==> config.mk <==
export PLATFORM = sky130hd
export DESIGN_NAME = irq_aggregator
export DESIGN_NICKNAME = d
export VERILOG_FILES = /design/src/rtl/irqagg_pkg.sv /design/src/rtl/irqagg_enables.sv /design/src/rtl/irqagg_pending.sv /design/src/rtl/irqagg_output.sv /design/src/rtl/irq_aggregator.sv
export SDC_FILE = /design/constraint.sdc
export NUM_CORES = 1
export LEC_CHECK = 0
export ABC_AREA = 0
export CAP_MARGIN = 5
export CORE_MARGIN = 2
export CORE_UTILIZATION = 44
export CTS_CLUSTER_DIAMETER = 150
export DETAILED_ROUTE_END_ITERATION = 6
export GPL_TIMING_DRIVEN = 0
export HOLD_SLACK_MARGIN = 0.05
export PLACE_DENSITY = 0.78
export RECOVER_POWER = 50
export SLEW_MARGIN = 30
export SYNTH_ARGS = -nofsm -noshare
export SYNTH_HDL_FRONTEND = slang
export SYNTH_SLANG_ARGS = --single-unit
==> constraint.sdc <==
create_clock -name clk -period 1.65 [get_ports clk]
set_input_delay 0.33 -clock clk [delete_from_list [all_inputs] [get_ports clk]]
set_output_delay 0.33 -clock clk [all_outputs]
set_load 0.02 [all_outputs]
==> src/rtl/irqagg_pkg.sv <==
package irqagg_pkg;
  typedef enum logic {
    REG_SRC_MASK = 1'b0,
    REG_GLOBAL   = 1'b1
  } irqagg_reg_e;
endpackage

==> src/rtl/irqagg_enables.sv <==
module irqagg_enables
  import irqagg_pkg::*;
#(
  parameter int N_SRC  = 8,
  parameter int DATA_W = 8
) (
  input  logic              clk,
  input  logic              rst,
  input  logic              wr_en_i,
  input  logic              wr_addr_i,
  input  logic [DATA_W-1:0] wr_data_i,
  output logic [N_SRC-1:0]  eff_q_o,
  output logic [N_SRC-1:0]  eff_d_o
);
  logic [N_SRC-1:0] mask_q, mask_d;
  logic             glob_q, glob_d;

  always_comb begin
    mask_d = mask_q;
    glob_d = glob_q;
    if (wr_en_i) begin
      if (irqagg_reg_e'(wr_addr_i) == REG_SRC_MASK) mask_d = wr_data_i[N_SRC-1:0];
      else                                          glob_d = wr_data_i[0];
    end
  end

  always_ff @(posedge clk) begin
    if (rst) begin
      mask_q <= '0;
      glob_q <= 1'b0;
    end else begin
      mask_q <= mask_d;
      glob_q <= glob_d;
    end
  end

  assign eff_q_o = mask_q & {N_SRC{glob_q}};
  assign eff_d_o = mask_d & {N_SRC{glob_d}};

  AST_WRITE_MASK: assert property (@(posedge clk) disable iff (rst)
    (wr_en_i && !wr_addr_i) |=> (mask_q == $past(wr_data_i[N_SRC-1:0])));
  AST_WRITE_GLOBAL: assert property (@(posedge clk) disable iff (rst)
    (wr_en_i && wr_addr_i) |=> (glob_q == $past(wr_data_i[0])));
endmodule

==> src/rtl/irqagg_pending.sv <==
module irqagg_pending #(
  parameter int N_SRC = 8
) (
  input  logic             clk,
  input  logic             rst,
  input  logic [N_SRC-1:0] evt_i,
  input  logic [N_SRC-1:0] eff_i,
  input  logic             rd_i,
  output logic [N_SRC-1:0] pend_q_o,
  output logic [N_SRC-1:0] pend_d_o
);
  for (genvar i = 0; i < N_SRC; i++) begin : g_src
    logic flag_q;
    logic hit;
    assign hit         = evt_i[i] & eff_i[i];
    assign pend_d_o[i] = (flag_q & ~rd_i) | hit;
    always_ff @(posedge clk) begin
      if (rst) flag_q <= 1'b0;
      else     flag_q <= pend_d_o[i];
    end
    assign pend_q_o[i] = flag_q;
  end

  AST_NO_DISABLED_LATCH: assert property (@(posedge clk) disable iff (rst)
    1'b1 |=> ((pend_q_o & ~$past(pend_q_o) & ~$past(evt_i & eff_i)) == '0));
  AST_ENABLED_LATCH: assert property (@(posedge clk) disable iff (rst)
    1'b1 |=> ((pend_q_o & $past(evt_i & eff_i)) == $past(evt_i & eff_i)));
  AST_ACCUMULATE: assert property (@(posedge clk) disable iff (rst)
    !rd_i |=> ((pend_q_o & $past(pend_q_o)) == $past(pend_q_o)));
  AST_READ_CLEARS: assert property (@(posedge clk) disable iff (rst)
    rd_i |=> ((pend_q_o & ~$past(evt_i & eff_i)) == '0));
endmodule

==> src/rtl/irqagg_output.sv <==
module irqagg_output #(
  parameter int N_SRC  = 8,
  parameter int DATA_W = 8
) (
  input  logic              clk,
  input  logic              rst,
  input  logic              rd_i,
  input  logic [N_SRC-1:0]  pend_q_i,
  input  logic [N_SRC-1:0]  pend_d_i,
  input  logic [N_SRC-1:0]  eff_q_i,
  input  logic [N_SRC-1:0]  eff_d_i,
  output logic [DATA_W-1:0] rd_data_o,
  output logic              irq_o
);
  localparam int PAD_W = DATA_W - N_SRC;

  logic [DATA_W-1:0] view;

  if (PAD_W > 0) begin : g_pad
    assign view = {{PAD_W{1'b0}}, pend_q_i & eff_q_i};
  end else begin : g_nopad
    assign view = pend_q_i & eff_q_i;
  end

  always_ff @(posedge clk) begin
    if (rst) begin
      irq_o     <= 1'b0;
      rd_data_o <= '0;
    end else begin
      irq_o <= |(pend_d_i & eff_d_i);
      if (rd_i) rd_data_o <= view;
    end
  end

  AST_RD_DATA_HOLD: assert property (@(posedge clk) disable iff (rst)
    !rd_i |=> $stable(rd_data_o));
endmodule

==> src/rtl/irq_aggregator.sv <==
module irq_aggregator #(
  parameter int N_SRC  = 8,
  parameter int DATA_W = 8
) (
  input  logic              clk,
  input  logic              rst,
  input  logic [N_SRC-1:0]  evt_i,
  input  logic              wr_en_i,
  input  logic              wr_addr_i,
  input  logic [DATA_W-1:0] wr_data_i,
  input  logic              rd_i,
  output logic [DATA_W-1:0] rd_data_o,
  output logic              irq_o
);
  logic [N_SRC-1:0] eff_q, eff_d, pend_q, pend_d;

  irqagg_enables #(.N_SRC(N_SRC), .DATA_W(DATA_W)) u_en (
    .clk(clk), .rst(rst), .wr_en_i(wr_en_i), .wr_addr_i(wr_addr_i),
    .wr_data_i(wr_data_i), .eff_q_o(eff_q), .eff_d_o(eff_d)
  );

  irqagg_pending #(.N_SRC(N_SRC)) u_pend (
    .clk(clk), .rst(rst), .evt_i(evt_i), .eff_i(eff_q), .rd_i(rd_i),
    .pend_q_o(pend_q), .pend_d_o(pend_d)
  );

  irqagg_output #(.N_SRC(N_SRC), .DATA_W(DATA_W)) u_out (
    .clk(clk), .rst(rst), .rd_i(rd_i), .pend_q_i(pend_q), .pend_d_i(pend_d),
    .eff_q_i(eff_q), .eff_d_i(eff_d), .rd_data_o(rd_data_o), .irq_o(irq_o)
  );

  initial begin
    AST_WIDTH_FITS: assert (DATA_W >= N_SRC);
  end

  AST_IRQ_REFLECTS: assert property (@(posedge clk) disable iff (rst)
    1'b1 |=> (irq_o == |(pend_q & eff_q)));
  AST_IRQ_STICKY: assert property (@(posedge clk) disable iff (rst)
    (irq_o && !rd_i && !wr_en_i) |=> irq_o);
  AST_EVT_DURING_READ: assert property (@(posedge clk) disable iff (rst)
    (rd_i && !wr_en_i && |(evt_i & eff_q)) |=> irq_o);
  AST_RESET_QUIET: assert property (@(posedge clk)
    rst |=> (!irq_o && rd_data_o == '0));
endmodule

Word-level counts from Yosys, hierarchy flattened --
Cells that the tools add are included. W data, S select, Z words.
Storage, ports and cells: word-level logic and storage cells 46, register bits 26, input bits 21, output and inout port bits 9
Operators by class: bitwise operators 29, reductions and logical operators 1, mux-type cells 4
Operators with widths (number):
- $and A8 B8 Y8 | 4
- $and A1 B1 Y1 | 16
- $mux W8 | 2
- $or A1 B1 Y1 | 8
- $reduce_or A8 Y1 | 1
- $mux W1 | 2
- $not A1 Y1 | 1

Logic depth before layout (Yosys ltp) --
depth after elaboration 5, gate-level depth with buffers 6

By module --
Synthesis repeated with hierarchy kept, for this count alone.
Unflattened totals: cell total of the unflattened synthesis 167, area total of the unflattened synthesis 1382.6 um^2
Modules (own cells, without submodules):
- irqagg_enables | area an instance 551.8 um^2, cells an instance 78, times used 1, seq. area each 180.2 um^2
- irqagg_output | area an instance 450.4 um^2, cells an instance 40, times used 1, seq. area each 180.2 um^2
- irqagg_pending | area an instance 380.4 um^2, cells an instance 49, times used 1, seq. area each 160.2 um^2

Worst setup path before layout --
No wires, ideal clock.
kind input port to flip-flop, start point in wr_en_i, end point reg u_out.irq_o, path buffers 1, arrival time 1.338 ns, path slack 0.187 ns, required time 1.525 ns, stages on the path 5, cell sequence nor2b_1 > buf_6 > mux2i_1 > o22ai_1 > o41a_1
Between the ends: longest elaborated chain between the ends 4
RTL lines:
- start: declaration | RTL line irq_aggregator.sv:8 | input logic wr_en_i,
- $mux W8 or $mux W1 (tied branches) | RTL line irqagg_enables.sv:21 | if (wr_en_i) begin
- $and A8 B8 Y8 (*) | RTL line irqagg_enables.sv:38 | assign eff_d_o = mask_d & {N_SRC{glob_d}};
- $and A8 B8 Y8 (*) | RTL line irqagg_output.sv:30 | irq_o <= |(pend_d_i & eff_d_i);
- $reduce_or A8 Y1 (*) | RTL line irqagg_output.sv:30
- end signal: assignment | RTL line irqagg_output.sv:30
- end: declaration | RTL line irqagg_output.sv:13 | output logic irq_o
Mark *: on every way between the ends. The rest lies on a longest branch, timed or not. A chain may end at the register's enable or synchronous reset.

Final worst setup path --
start point reg u_out.irq_o, end point out irq_o
RTL lines:
- end: declaration | RTL line irq_aggregator.sv:13 | output logic irq_o
No word-level cell between the ends.

==> reports/qor.yml <==
status: "finished, final reports clean"
clk_pin_slew_ns: 0.14
htree_levels: 1
synth_cells: 101
drt_iter0_drc: 20
vias_per_cell: 5.421
grt_max_degree: 16
netlist_area_sq_um: 958.4
max_freq_mhz: 622.1
fp-row-count: 16
path_delay_family: "buffers and inverters"
hpwl_mm: 1.593
synth.largest_area_cell: "dfxtp_1"
final_common_cell: "dfxtp_1"
tightestPinTransition_ns: 0.4915
die-area_sq_um: 2567
ys_warn_count: 0
clkSinkCount: 26
ant_nets: 0
hold_buffers: 0
antenna_cells: 0
power_density_nw_per_um2: 878.3
cp_data_required_time_ns: 1.32
worst-setup-path-type: "reg2out"
synth_top_family_by_area: "simple AND/OR/NAND/NOR gates"
grt_overflow: 0
synthAdderAreaFrac: 0
vias: 889
firstDrtPassIters: 4
cts_tree: "yes"
endpoint: "irq_o"
synth_cell_types: 16
wire_per_inst_microns: 15.22
portBuffers: 27
grt_pass1_wl_mm: 3.933
antenna_found_initial: 0
cpPeakStageDelay_ns: 0.60
crit_fanout: 1
avgSynthCellArea_sq_um: 9.489
die_w_microns: 50.67
yosys.area_share.simple: 0.1658
area_delta_synth_final_pct: 45.04
ff2ff_path_depth: 4
holdWs_ns: 0.3090
yosysSeqAreaShare: 0.5431
postRouteWirelength_mm: 2.496
path_buf_inv: 1
min_path_type: "in2reg"
finalCritPeriodShare: 0.9743
synth_xor_xnor_area_share: 0
insertion_delay_ns: 0.33
setup_violations: 0
crit_start: "u_out.irq_o"
rsz0062_at_grt: "no"
numCtsBuffers: 3
synth-compound-area-share: 0.1580
relSlewSlack: 0.6723
ioPinCount: 30
r2r_start: "u_en.glob_q"
synth_area_leaders: "dfxtp_1 (54%), mux2i_1 (8.4%), a32oi_1 (7.3%)"
r2r_end: "u_out.irq_o"
clock_path_buffers: 2
coreArea_sq_um: 2002
synthesis.nets: 122
cts-root-buf: "clkbuf_4"
drive_above_1_share: 0.1168
die_y_microns: 50.67
grt_pass1_vias: 878
drc: 0
ys_ff_latch: 26
drv_cap: 0
crit_chain: "clkdlybuf4s50_1"
max-vdd-ir-drop_v: 0.0006867
cp_data_arrival_time_ns: 1.28
cp.depth: 1
synth_mux_area_frac: 0.08355
nNetsFinal: 159
crit_slowest_cell: "clkdlybuf4s50_1"
power_mw: 1.221
place_congestion: 0.7572
track_usage: 0.2101
crit_path_start_kind: "flop"
start_util: 0.4787
fin_crit_ns: 1.608
power.leakage_nw: 0.6383
rrSetupSlack_ns: 0.11
final-max-slew-violation-count: 0
fillCellCount: 172
final_cell_mix: "dfxtp_1 (26), clkdlybuf4s50_1 (17), nor2_1 (16), nand2_1 (10), a21oi_1 (9)"
hold_viol_final: 0
synth_top_area_share: 0.5431
cp-end-kind: "primary output"
fin_skew_ns: 0.003132
==> worst min path at each step <==
stage,slack (ns),endpoint,depth (start not counted),from
2_1_floorplan,0.46,u_out.rd_data_o[4],2,u_pend.g_src[4].flag_q
3_3_place_gp,0.44,u_out.rd_data_o[6],2,u_out.rd_data_o[6]
3_5_place_dp,0.45,u_out.rd_data_o[3],2,u_out.rd_data_o[3]
4_1_cts,0.32,u_out.rd_data_o[5],3,rd_i
5_1_grt,0.32,u_out.rd_data_o[2],3,rd_i
6_report,0.31,u_out.rd_data_o[3],3,rd_i
==> routing by layer <==
layer / share of wire / GRT usage / vias to the layer above
met4: 0.019 / 0.1036 / 0
met3: 0.066 / 0.03571 / 5
met1: 0.41 / 0.2360 / 412
li1: - / - / 438
met2: 0.50 / 0.3794 / 34
met5: 0 / 0 / -
==> registers in the layout, indices dropped and copies added (netlist names) <==
| register | count |
|---|---|
| u_en.mask_q | 8 |
| u_en.glob_q | 1 |
| u_pend.g_src.flag_q | 8 |
| u_out.rd_data_o | 8 |
| u_out.irq_o | 1 |
==> cell type report <==
class,instances,area [sq um],share of cell area
buffer,8,51.30,0.03690
clock buffer,3,22.52,0.01620
clock inverter,1,30.03,0.02160
inverter,1,3.754,0.002700
multi-input combinational,66,402.9,0.2898
sequential,26,520.5,0.3744
tap,27,33.78,0.02430
timing repair buffer,32,325.3,0.2340
==> power by group <==
part,internal (mW),switching [mW],leakage (nW)
registers,0.639,0.00783,0.211
clock network,0.246,0.196,0.0279
logic,0.0723,0.0591,0.400
==> repair_timing <==
| action | CTS | global route |
|---|---|---|
| endpoints found under the setup margin | 1 | 9 |
| pin swaps | 1 | 0 |
| buffers inserted | 5 | 0 |
| resized for setup | 8 | 12 |
==> metrics by stage <==
step / setup WS (ns) / TNS, ns / utilization / instance area, sq um / instances
floorplan: 0.1871 / 0 / - / 958.4 / 101
global placement: -0.4408 / -0.4408 / 0.6306 / 1262 / 155
detailed placement: -0.4281 / -0.4281 / 0.6306 / 1262 / 155
CTS: 0.007167 / 0 / 0.6881 / 1378 / 164
global route: 0.001884 / 0 / 0.6944 / 1390 / 164
finish: 0.04243 / 0 / 0.6944 / 1390 / 164
==> Yosys cell counts (all sizes together) <==
library cell / number
clkbuf: 4
nor2b: 1
nor2: 16
nand2: 10
o22ai: 4
mux2i: 8
nand3: 1
inv: 1
o41a: 1
dfxtp: 26
a32oi: 8
nand4: 8
a21oi: 9
buf: 4
==> cell families after synthesis <==
kind of cell	Yosys count
AO/OA/AOI/OAI	22
buffers and inverters	9
AND/OR/NAND/NOR	36
multiplexers	8
flip-flops	26
No activity file was read; power rests on OpenSTA's default activity.
